===== src/rtl/dram_ctl_pkg.sv =====
package dram_ctl_pkg;

   typedef enum logic [2:0] {
      ST_IDLE = 3'd0,
      ST_ROW  = 3'd1,
      ST_COL  = 3'd2,
      ST_REF  = 3'd3,
      ST_PRE  = 3'd4
   } dram_state_e;

   function automatic int unsigned max_of(input int unsigned a, input int unsigned b);
      return (a > b) ? a : b;
   endfunction

endpackage


===== src/rtl/dram_refresh_timer.sv =====
module dram_refresh_timer #(
   parameter int unsigned REFRESH_CYCLES = 3120
) (
   input  logic clk,
   input  logic rst,
   input  logic ref_done,
   output logic ref_pending,
   output logic overrun
);
   localparam int unsigned TW = (REFRESH_CYCLES > 2) ? $clog2(REFRESH_CYCLES) : 1;
   localparam logic [TW-1:0] LAST = TW'(REFRESH_CYCLES - 1);

   logic [TW-1:0] tcount;
   logic          tick;

   assign tick = (tcount == LAST);

   always_ff @(posedge clk) begin
      if (rst) begin
         tcount      <= '0;
         ref_pending <= 1'b0;
         overrun     <= 1'b0;
      end else begin
         tcount      <= tick ? '0 : tcount + 1'b1;
         ref_pending <= tick | (ref_pending & ~ref_done);
         if (tick && ref_pending && !ref_done)
            overrun <= 1'b1;
      end
   end
endmodule


===== src/rtl/dram_refresh_row_ctr.sv =====
module dram_refresh_row_ctr #(
   parameter int unsigned ROW_W = 8
) (
   input  logic             clk,
   input  logic             rst,
   input  logic             step,
   output logic [ROW_W-1:0] row
);
   always_ff @(posedge clk) begin
      if (rst)
         row <= '0;
      else if (step)
         row <= row + 1'b1;
   end
endmodule


===== src/rtl/dram_cycle_seq.sv =====
module dram_cycle_seq
   import dram_ctl_pkg::*;
#(
   parameter int unsigned T_RCD = 2,
   parameter int unsigned T_CAS = 2,
   parameter int unsigned T_RAS = 3,
   parameter int unsigned T_RP  = 2
) (
   input  logic        clk,
   input  logic        rst,
   input  logic        cpu_req,
   input  logic        ref_pending,
   output dram_state_e state,
   output logic        accept,
   output logic        access_done,
   output logic        ref_done
);
   localparam int unsigned T_MAX = max_of(max_of(T_RCD, T_CAS), max_of(T_RAS, T_RP));
   localparam int unsigned CW    = $clog2(T_MAX + 1);

   logic [CW-1:0] left;
   logic          last;

   assign last        = (left == '0);
   assign accept      = (state == ST_IDLE) && !ref_pending && cpu_req;
   assign access_done = (state == ST_COL) && last;
   assign ref_done    = (state == ST_REF) && last;

   always_ff @(posedge clk) begin
      if (rst) begin
         state <= ST_IDLE;
         left  <= '0;
      end else begin
         unique case (state)
            ST_IDLE: begin
               if (ref_pending) begin
                  state <= ST_REF;
                  left  <= CW'(T_RAS - 1);
               end else if (cpu_req) begin
                  state <= ST_ROW;
                  left  <= CW'(T_RCD - 1);
               end
            end
            ST_ROW: begin
               if (last) begin
                  state <= ST_COL;
                  left  <= CW'(T_CAS - 1);
               end else begin
                  left <= left - 1'b1;
               end
            end
            ST_COL, ST_REF: begin
               if (last) begin
                  state <= ST_PRE;
                  left  <= CW'(T_RP - 1);
               end else begin
                  left <= left - 1'b1;
               end
            end
            ST_PRE: begin
               if (last)
                  state <= ST_IDLE;
               else
                  left <= left - 1'b1;
            end
            default: begin
               state <= ST_IDLE;
               left  <= '0;
            end
         endcase
      end
   end
endmodule


===== src/rtl/dram_refresh_ctrl.sv =====
module dram_refresh_ctrl
   import dram_ctl_pkg::*;
#(
   parameter int unsigned ROW_W          = 8,
   parameter int unsigned COL_W          = 8,
   parameter int unsigned DATA_W         = 8,
   parameter int unsigned REFRESH_CYCLES = 3120,
   parameter int unsigned T_RCD          = 2,
   parameter int unsigned T_CAS          = 2,
   parameter int unsigned T_RAS          = 3,
   parameter int unsigned T_RP           = 2,
   localparam int unsigned A_W           = ROW_W + COL_W,
   localparam int unsigned MA_W          = (ROW_W > COL_W) ? ROW_W : COL_W
) (
   input  logic              clk,
   input  logic              rst,
   input  logic              cpu_req,
   input  logic              cpu_we,
   input  logic [A_W-1:0]    cpu_addr,
   input  logic [DATA_W-1:0] cpu_wdata,
   output logic              cpu_ready,
   output logic [DATA_W-1:0] cpu_rdata,
   output logic [MA_W-1:0]   dram_addr,
   output logic              dram_ras_n,
   output logic              dram_cas_n,
   output logic              dram_we_n,
   output logic [DATA_W-1:0] dram_dq_out,
   output logic              dram_dq_oe,
   input  logic [DATA_W-1:0] dram_dq_in,
   output logic              ref_overrun
);
   if (ROW_W < 1 || COL_W < 1 || DATA_W < 1) begin : g_bad_width
      $error("dram_refresh_ctrl: widths must be at least 1");
   end
   if (T_RCD < 1 || T_CAS < 1 || T_RAS < 1 || T_RP < 1) begin : g_bad_timing
      $error("dram_refresh_ctrl: timing counts must be at least 1");
   end
   if (REFRESH_CYCLES < 2) begin : g_bad_interval
      $error("dram_refresh_ctrl: refresh interval must be at least 2 cycles");
   end

   dram_state_e       state;
   logic              accept, access_done, ref_done, ref_pending;
   logic [ROW_W-1:0]  ref_row;
   logic [ROW_W-1:0]  lat_row;
   logic [COL_W-1:0]  lat_col;
   logic              lat_we;
   logic [DATA_W-1:0] lat_wdata;
   logic [MA_W-1:0]   row_bus, col_bus, ref_bus;

   dram_refresh_timer #(.REFRESH_CYCLES(REFRESH_CYCLES)) u_timer (
      .clk         (clk),
      .rst         (rst),
      .ref_done    (ref_done),
      .ref_pending (ref_pending),
      .overrun     (ref_overrun)
   );

   dram_refresh_row_ctr #(.ROW_W(ROW_W)) u_row_ctr (
      .clk  (clk),
      .rst  (rst),
      .step (ref_done),
      .row  (ref_row)
   );

   dram_cycle_seq #(.T_RCD(T_RCD), .T_CAS(T_CAS), .T_RAS(T_RAS), .T_RP(T_RP)) u_seq (
      .clk         (clk),
      .rst         (rst),
      .cpu_req     (cpu_req),
      .ref_pending (ref_pending),
      .state       (state),
      .accept      (accept),
      .access_done (access_done),
      .ref_done    (ref_done)
   );

   always_ff @(posedge clk) begin
      if (rst) begin
         lat_row   <= '0;
         lat_col   <= '0;
         lat_we    <= 1'b0;
         lat_wdata <= '0;
         cpu_ready <= 1'b0;
         cpu_rdata <= '0;
      end else begin
         if (accept) begin
            lat_row   <= cpu_addr[A_W-1:COL_W];
            lat_col   <= cpu_addr[COL_W-1:0];
            lat_we    <= cpu_we;
            lat_wdata <= cpu_wdata;
         end
         cpu_ready <= access_done;
         if (access_done)
            cpu_rdata <= dram_dq_in;
      end
   end

   if (ROW_W < MA_W) begin : g_row_pad
      assign row_bus = {{(MA_W-ROW_W){1'b0}}, lat_row};
      assign ref_bus = {{(MA_W-ROW_W){1'b0}}, ref_row};
   end else begin : g_row_full
      assign row_bus = lat_row;
      assign ref_bus = ref_row;
   end

   if (COL_W < MA_W) begin : g_col_pad
      assign col_bus = {{(MA_W-COL_W){1'b0}}, lat_col};
   end else begin : g_col_full
      assign col_bus = lat_col;
   end

   always_comb begin
      dram_addr  = '0;
      dram_ras_n = 1'b1;
      dram_cas_n = 1'b1;
      dram_we_n  = 1'b1;
      dram_dq_oe = 1'b0;
      unique case (state)
         ST_ROW: begin
            dram_addr  = row_bus;
            dram_ras_n = 1'b0;
         end
         ST_COL: begin
            dram_addr  = col_bus;
            dram_ras_n = 1'b0;
            dram_cas_n = 1'b0;
            dram_we_n  = ~lat_we;
            dram_dq_oe = lat_we;
         end
         ST_REF: begin
            dram_addr  = ref_bus;
            dram_ras_n = 1'b0;
         end
         default: ;
      endcase
   end

   assign dram_dq_out = lat_wdata;
endmodule


===== config.mk =====
export PLATFORM = sky130hd
export DESIGN_NAME = dram_refresh_ctrl
export DESIGN_NICKNAME = d
export VERILOG_FILES = /design/src/rtl/dram_ctl_pkg.sv /design/src/rtl/dram_refresh_timer.sv /design/src/rtl/dram_refresh_row_ctr.sv /design/src/rtl/dram_cycle_seq.sv /design/src/rtl/dram_refresh_ctrl.sv
export SDC_FILE = /design/constraint.sdc
export NUM_CORES = 1
export LEC_CHECK = 0
export ABC_AREA = 1
export CORE_MARGIN = 3
export CORE_UTILIZATION = 55
export DETAILED_ROUTE_END_ITERATION = 12
export GPL_TIMING_DRIVEN = 0
export PLACE_DENSITY = 0.86
export SYNTH_ARGS = -nofsm -noshare
export SYNTH_HDL_FRONTEND = slang
export SYNTH_SLANG_ARGS = --single-unit

===== constraint.sdc =====
create_clock -name clk -period 3.14 [get_ports clk]
set_clock_uncertainty 0.15 [all_clocks]
set_input_delay 0.785 -clock clk [delete_from_list [all_inputs] [get_ports clk]]
set_output_delay 0.785 -clock clk [all_outputs]
set_load 0.03 [all_outputs]

# Word-level counts from Yosys, hierarchy flattened
# Index checks and enable logic that the tools add are counted.
[word_totals]
register_bits = 61
latchBits = 0
ramBits = 0
mem_bits_ro = 0
input_bits = 36
out_inout_bits = 30
word_cells = 60
mem_count = 0
[op_classes]
add_sub_neg = 3
mul = 0
n_div = 0
magnitude_cmp = 0
eq_ne = 10
n_shift = 0
mux = 16
bitwise = 4
reduce_logical = 15
[ops]
columns = ["op", "count"]
rows = [
  ["$pmux 8 s3", 1],
  ["$mux 3", 5],
  ["$add 12x1->12 const B", 1],
  ["$eq 12x12->1 const B", 1],
  ["$pmux 3 s4", 1],
  ["$add 8x1->8 const B", 1],
  ["$mux 2", 4],
  ["$eq 3x2->1 const B", 2],
  ["$logic_and 1x1->1", 6],
  ["$ne 2x1->1 const B", 3],
  ["$pmux 2 s3", 1],
  ["$mux 1", 4],
  ["$reduce_and 4->1", 1],
  ["$reduce_or 2->1", 2],
  ["$eq 3x1->1 const B", 1],
  ["$eq 3x3->1 const B", 1],
  ["$logic_not 3->1", 1],
  ["$ne 3x3->1 const B", 1],
  ["$reduce_or 3->1", 1],
  ["$logic_not 1->1", 2],
  ["$logic_not 2->1", 1],
  ["$ne 2x2->1 const B", 1],
  ["$not 1->1", 2],
  ["$reduce_and 2->1", 1],
  ["3 further kinds", 3],
]

# Longest topological paths before layout
# Gate-level depths: netlist of run 1.
[logic_depth]
ltp_word = 5
depth_mapped = 8
mapped_depth_nobuf = 8

# Cells and area by module
# Synthesis of run 1 repeated with hierarchy kept, for this count alone.
[hier_totals]
hier_cells = 400
hier_area_um2 = 3055.4
[by_module_without_submodules]
columns = ["mod", "n_inst", "cells_each", "area_per_inst_um2"]
rows = [
  ["dram_refresh_ctrl", 1, 192, 1602.8],
  ["dram_refresh_timer", 1, 98, 683.2],
  ["dram_cycle_seq", 1, 62, 407.9],
  ["dram_refresh_row_ctr", 1, 48, 361.6],
]

# Least setup slack after synthesis of run 1
# OpenSTA, ideal clock, no wires.
[synth_timing]
path_type = "register to output"
from = "reg u_seq.state[1]"
to = "out dram_we_n"
arrival_time_ns = 1.594
setup_slack_ns = 0.611
stages_incl_launch_ff = 6
path_buffers = 0
cell_sequence = "dfxtp_1 -> inv_2 -> nor2_4 -> nand2_2 -> nor2_1 -> inv_1"
[synth_between]
elab_chain_cells = 2
[synth_rtl]
columns = ["element", "line_no", "rtl"]
rows = [
  ["start, declared", "dram_cycle_seq.sv:13", "output dram_state_e state,"],
  ["start signal, assigned", "dram_cycle_seq.sv:31", "state <= ST_IDLE;"],
  ["start signal, assigned", "dram_cycle_seq.sv:37", "state <= ST_REF;"],
  ["start signal, assigned", "dram_cycle_seq.sv:40", "state <= ST_ROW;"],
  ["$eq 3x2->1", "dram_refresh_ctrl.sv:118", "unique case (state)"],
  ["$mux 1", "dram_refresh_ctrl.sv:118", ""],
  ["end, declared", "dram_refresh_ctrl.sv:26", "output logic dram_we_n,"],
]
# Every way passes these cells.

# Worst setup path after layout of run 1
[layout_timing]
from = "reg u_seq.state[1]"
to = "out dram_addr[2]"
[layout_between]
elab_chain_cells = 2
elab_cells_between_ends = 4
[layout_rtl]
columns = ["element", "line_no", "rtl"]
rows = [
  ["$eq 3x2->1 or $eq 3x1->1 (tied branches)", "dram_refresh_ctrl.sv:118", ""],
  ["$pmux 8 s3 *", "dram_refresh_ctrl.sv:118", ""],
  ["end, declared", "dram_refresh_ctrl.sv:23", "output logic [MA_W-1:0] dram_addr,"],
]
# Mark *: on every way between the ends. The rest lies on a longest branch, timed or not.

==> metrics.txt, run 1 <==
Die H 80.9 um; setup TNS 0 ns; ys flop type dfxtp_1; Top delay family on crit path buffers and inverters; Hold Fails Final Rpt 0; unrepaired setup endpoints after global routing false; placed cell area 3800 um^2; crit path max fanout 8; worst-case reg-to-reg path depth 7; syn_area_per_cell 7.93 um^2; peak supply drop 412 uV; crit path max-delay cell type dfxtp_1; Synth top area share 39.6%; row cnt 26; Seq cells post-synth 61; Remaining Overflow, GRT 0; Setup CP Type register to primary output; Int Pwr 1520 uW; CP Capture Type primary output; drt drc 0; CTS Sinks 61; hold_buf cts 0; Syn Nets 429; dpl hpwl 5.33 mm; sw frac 34.9%; Startpoint Class register; Clock power frac 27.0%; antenna viol nets, final 0; Post-Route WL 7.11 mm; WHS Endpoint u_timer.tcount[0]$_SDFF_PP0_; Seq pwr share 38.7%; Worst-path clk slew 0.06 ns; Antenna Cells 0; Die W 80.9 um; Final period util 94.6%; Setup WS pre-CTS 0.248 ns; Logic pwr share 34.3%; GPL Wtd Cong 0.825; nets@finish 503; yosys warns 0; layout cell share with drive strength beyond 1 18.0%; fin crit period 2.97 ns; Layout area overhead 28.7%; Synth Cell Area 3090 um^2; Worst R2R End cpu_rdata[1]$_SDFFE_PP0P_; count leader, synth nand2_1; initial core utilization 58.5%; distinct cell type count after synthesis 32; Psw 815 uW; Worst Hold Path Cells 1; CTS root buf clkbuf_8; via count 2,767; max-slew violation count 0; vias in the first global route 2,581; Finish-stage setup viols 0; crit-path cells inv_2 > nor2_4 > nand2_2 > inv_1 > nand2_1 > o211ai_1 > dlygate4sd2_1; setup slack after layout 0.169 ns; Power Total 2340 uW; Post-synth EDFFs 0; WP data arrival 2.04 ns; num ports 66; RR Startpoint u_seq.left[0]$_SDFFE_PP0P_; CTS Buffer Depth 2; CTS tree done; worst-margin pin slew 0.599 ns; Syn Inst Count 389; run status finished clean; pin count of the biggest net entering global routing 11; WP data required 2.20 ns; htree depth 3; vias per cell 5.15; Hold Path Origin u_timer.tcount[0]$_SDFF_PP0_; FFs w/ async S/R, synth 0%; commonest cells in the synthesized netlist nand2_1, dfxtp_1, nor2_1; max incr delay on CP 0.51 ns; CTS buffer count 9; first-pass GRT wire length 11.6 mm; Synth area leaders dfxtp_1, nand2_1, nand3_2; design area 3970 um^2; max-cap violation count 0; initial antenna violation count 0; Power Dens Cells 588 nW/um^2; drt wl/cell 13.2 um; setup slack, reg-to-reg 1.46 ns; Max Freq 337 MHz; Skew-Pair Late Insertion Delay 0.34 ns; Rel. slew slack 59.7%; drt pass-1 iters 6; PortBufs 63; Seq/Total Area, Yosys 39.6%; Synth area leader dfxtp_1; worst min path class register to register; gr usage total 23.4%; Worst Path Buf+Inv 3; Pleak 0.00156 uW; CORE AREA 5270 um^2; initial DRC count 195; die footprint 6540 um^2
[layer usage]
layer	vias up	wire [um]	track usage (%)
met4	0	141	9.46
met5	-	0	0
li1	1407	-	-
met2	61	3410	37.2
met1	1284	3210	27.9
met3	15	350	9.76
[kinds of logic after synthesis]
| group | after synthesis | synth area share (%) |
|---|---|---|
| AND/OR/NAND/NOR | 199 | 33.0 |
| AO/OA/AOI/OAI | 65 | 13.6 |
| flip-flops | 61 | 39.6 |
| buffers and inverters | 55 | 10.7 |
| XOR/XNOR | 5 | 1.42 |
| adder cells (fa/ha/maj) | 4 | 1.62 |
[registers in the layout, indices dropped and copies added, names as in the netlist, 2 cells and up]
register,count
u_seq.left,2
u_timer.tcount,12
u_row_ctr.row,8
col_bus,8
cpu_rdata,8
lat_row,8
u_seq.state,3
dram_dq_out,8
[worst reg2reg max path: stages (launching register included)]
cell and delay (ns):
dfxtp_1 0.34, inv_1 0.09, ha_1 0.29, inv_1 0.17, nor2_4 0.24, inv_2 0.13, nor2_1 0.12, nor2_1 0.06
[worst max path at each step]
stage,start,end,slack (ns),cells after the start
2_1_floorplan,u_seq.state[1]$_SDFFE_PP0P_,dram_we_n,0.61,5
3_5_place_dp,u_seq.state[1]$_SDFFE_PP0P_,dram_addr[2],0.25,7
3_3_place_gp,u_seq.state[1]$_SDFFE_PP0P_,dram_addr[4],0.28,7
5_1_grt,u_seq.state[1]$_SDFFE_PP0P_,dram_addr[4],0.008,7
6_report,u_seq.state[1]$_SDFFE_PP0P_,dram_addr[2],0.17,7
4_1_cts,u_seq.state[1]$_SDFFE_PP0P_,dram_addr[2],0.16,7
[timing repair]
action / CTS / global route
setup buffers: 0 / 0
setup endpoints to repair: 8 / 0
resized for setup: 8 / 0
[cells in the final DEF, fill, tap and decap left out, types with 15 or more instances in the layout]
master | synthesis | layout
inv_1 | 36 | 36
nor2_1 | 43 | 43
clkbuf_8 | 3 | 15
clkdlybuf4s50_1 | 0 | 55
nand2_1 | 83 | 83
nand3_1 | 31 | 31
o21ai_0 | 15 | 15
nand3_2 | 20 | 20
dfxtp_1 | 61 | 61
a21oi_1 | 22 | 22
a21oi_2 | 20 | 20
[final cells by class]
| class | instances | area (um^2) |
|---|---|---|
| clock buffers | 14 | 173 |
| repair buffers | 63 | 621 |
| plain buffers | 15 | 173 |
| flip-flops and latches | 61 | 1220 |
| inverters | 40 | 158 |
| multi-input cells | 273 | 1530 |
| well taps | 70 | 87.6 |
| clock inverters | 1 | 5.00 |
| fillers | 419 | 1300 |
[stage by stage]
stage | hold slack (ns) | cells | utilization [%]
6_report | 0.298 | 537 | 75.4
3_5_place_dp | 0.291 | 522 | 72.2
3_3_place_gp | 0.280 | 522 | 72.2
4_1_cts | 0.301 | 537 | 75.4
5_1_grt | 0.317 | 537 | 75.4
2_1_floorplan | 0.268 | 389 | -
[power groups by stage]
stage,logic [uW],clock network [uW],registers [uW]
floorplan,522,0,966
CTS,806,648,902
global route,864,688,910
global placement,790,0,916
detailed placement,810,0,917
finish,802,631,904
Note: power is estimated with default switching activity, not from simulation.
==> inputs of run 2 (changes only) <==
--- a/config.mk
+++ b/config.mk
@@ -7,10 +7,11 @@
 export LEC_CHECK = 0
 export ABC_AREA = 1
 export CORE_MARGIN = 3
-export CORE_UTILIZATION = 55
+export CORE_UTILIZATION = 27
 export DETAILED_ROUTE_END_ITERATION = 12
 export GPL_TIMING_DRIVEN = 0
-export PLACE_DENSITY = 0.86
+export PLACE_DENSITY = 0.49
 export SYNTH_ARGS = -nofsm -noshare
 export SYNTH_HDL_FRONTEND = slang
+export SYNTH_HIERARCHICAL = 1
 export SYNTH_SLANG_ARGS = --single-unit
==> metrics.txt, run 2 <==
Syn Nets 440 (+2.6%); Hold Fails Final Rpt 0 (unchanged); max FFs per register 12 (unchanged); gr usage total 12.4% (-11 points); CTS Buffer Depth 2 (unchanged); pin count of the biggest net entering global routing 13 (+2); crit path max-delay cell type clkdlybuf4s50_1; Filler cells 1,159 (+180%); WP data arrival 1.98 ns (-0.06 ns); vias in the first global route 2,673 (+3.6%); max-cap violation count 0 (unchanged); fin crit period 2.91 ns (-0.0592 ns); Skew-Pair Late Insertion Delay 0.32 ns (-0.02 ns); CP Capture Type primary output; Rel. slew slack 38.8% (-21 points); unrepaired setup endpoints after global routing false; dpl hpwl 5.45 mm (+2.4%); Int Pwr 2090 uW (+37%); initial DRC count 125 (-36%); die footprint 12,600 um^2 (+93%); commonest non-fill, non-tap cell in the layout nand2_1; crit-path cells buf_2 > nand4_1 > nand3_1 > clkdlybuf4s50_1; antenna viol nets, final 0 (unchanged); Power Total 3250 uW (+39%); Multi-input gate area 1510 um^2 (-1.7%); Power Dens Cells 773 nW/um^2 (+31%); drt drc 0 (unchanged); PortBufs 65 (+3.2%); Finish-stage setup viols 0 (unchanged); initial antenna violation count 0 (unchanged); max-slew violation count 0 (unchanged); nets@finish 516 (+2.6%); Synth area leader dfxtp_1; layout cell share with drive strength beyond 1 21.0% (+3.0 points); GPL Wtd Cong 0.807 (-2.1%); commonest non-fill, non-tap cells in the layout nand2_1, clkdlybuf4s50_1, dfxtp_1, inv_1, a21oi_1; htree depth 3 (unchanged); run status finished clean; Syn Inst Count 400 (+2.8%); Post-synth EDFFs 0 (unchanged); Remaining Overflow, GRT 0 (unchanged); commonest cells in the synthesized netlist nand2_1, dfxtp_1, inv_1; Pleak 0.00158 uW (+1.3%); worst-margin pin slew 0.910 ns (+0.311 ns); Post-Route WL 7.48 mm (+5.3%); postcts setup bufs 0 (unchanged); Die H 112 um (+39%); Final period util 92.7% (-1.9 points); final cell count without fillers 621 (+16%); ys flop type dfxtp_1; post-layout util 38.5% (-37 points); via count 2,736 (-1.1%); count leader, synth nand2_1; CTS root buf clkbuf_16; distinct cell type count after synthesis 31 (-3.1%); FFs w/ async S/R, synth 0% (unchanged); CTS Sinks 61 (unchanged); CORE AREA 10,900 um^2 (+110%); Seq/Total Area, Yosys 40.0% (+0.39 points); Worst-path clk slew 0.05 ns (about the same); Antenna Cells 0 (unchanged); Startpoint Class register; drt pass-1 iters 4 (-2); Setup CP Type register to primary output; drt wl/cell 12.0 um (-9.0%); initial core utilization 27.9% (-31 points); Psw 1170 uW (+43%); num ports 66 (unchanged); sw frac 35.9% (+1.0 points); syn_area_per_cell 7.64 um^2 (-3.7%); Logic pwr share 36.4% (+2.1 points); row cnt 38 (+46%); Top reg by flops u_timer/tcount; Die W 112 um (+39%); first-pass GRT wire length 12.8 mm (+11%); CTS buffer count 9 (unchanged); worst min path class register to register; Synth Cell Area 3060 um^2 (-0.97%); Clock power frac 32.9% (+5.9 points); Layout area overhead 37.7%; Synth top area share 40.0% (+0.39 points); max incr delay on CP 0.68 ns (+0.17 ns); Seq pwr share 30.7% (-8.0 points); placed cell count 605 (+16%); CTS tree done; WP data required 2.20 ns (about the same); sequential standard cell area 1220 um^2 (+0.10%); peak supply drop 305 uV (-26%); Synth area leaders dfxtp_1, nand2_1, a21oi_2; setup TNS 0 ns (unchanged); yosys warns 6 (+6); Seq cells post-synth 61 (unchanged); crit path max fanout 10 (+2); Max Freq 343 MHz (+2.0%); vias per cell 4.41 (-14%)
-- run 2: cell count changes in the layout (fill, tap and decap cells not counted), moves of 9 or more --
| cell | change |
|---|---|
| nor2_1 | -14 |
| nand3_2 | -16 |
| clkbuf_16 | +9 |
| clkdlybuf4s50_1 | +10 |
| nand2_2 | +16 |
| nand2_1 | +9 |
| o21ai_0 | -10 |
| clkbuf_8 | -14 |
| nand4_1 | +23 |
-- run 2: kinds of logic after synthesis --
| kind of cell | synth area share (%) |
|---|---|
| adders and majority gates | 1.64 |
| DFF | 40.0 |
| and+or+nand+nor | 34.3 |
| xor gates and xnor gates | 1.43 |
| AOI/OAI and AO/OA | 12.0 |
| buffers and inverters | 10.7 |
-- run 2: cell type report --
class,instances,area share (%)
multi-input cells,281,35.8
flip-flops and latches,61,29.1
clock inverters,6,2.05
repair buffers,65,15.5
clock buffers,10,5.68
inverters,40,3.84
well taps,140,4.16
plain buffers,18,3.93
-- run 2: metrics by stage --
stage / hold WS (ns) / setup WS (ns) / area [um^2]
floorplan: 0.280 / 0.875 / 3060
global placement: 0.294 / 0.427 / 3880
detailed placement: 0.299 / 0.427 / 3880
CTS: 0.308 / 0.0806 / 4210
global route: 0.325 / 0.121 / 4210
finish: 0.307 / 0.228 / 4210
-- run 2: repair_timing --
| item | 4_1_cts | 5_1_grt |
|---|---|---|
| gates resized for setup | 0 | 1 |
| hold buffers | 0 | 0 |
| endpoints found under the setup margin | 0 | 4 |
-- run 2: worst max-delay path: cells and delay by family (launching register included) --
family,cells,cell delay (ns)
buffers and inverters,2,0.95
flip-flops,1,0.44
AND/OR/NAND/NOR,2,0.27
-- run 2: layer usage --
metal	vias up	global-route usage, %	part of all wire [%]
met3	7	3.94	4.6
met1	1217	16.2	49
met4	0	3.37	0.94
met5	-	0	0
met2	51	19.6	45
li1	1461	-	-
-- run 2: power groups by stage --
stage / logic, uW / registers [uW] / clock network [uW]
2_1_floorplan: 781 / 1070 / 0
6_report: 1180 / 999 / 1070
3_5_place_dp: 1190 / 1010 / 0
3_3_place_gp: 1180 / 1010 / 0
5_1_grt: 1300 / 1010 / 1140
4_1_cts: 1200 / 998 / 1100
-- run 2: final timing paths --
kind,cells after the start,to,slack [ns],from
worst max-delay path,4,dram_addr[2],0.23,u_seq/state[1]$_SDFFE_PP0P_
worst min-delay path,2,cpu_rdata[6]$_SDFFE_PP0P_,0.31,cpu_rdata[6]$_SDFFE_PP0P_
worst max register to register,9,u_row_ctr/row[6]$_SDFFE_PP0P_,0.89,u_seq/left[0]$_SDFFE_PP0P_
worst min register to register,2,cpu_rdata[6]$_SDFFE_PP0P_,0.31,cpu_rdata[6]$_SDFFE_PP0P_
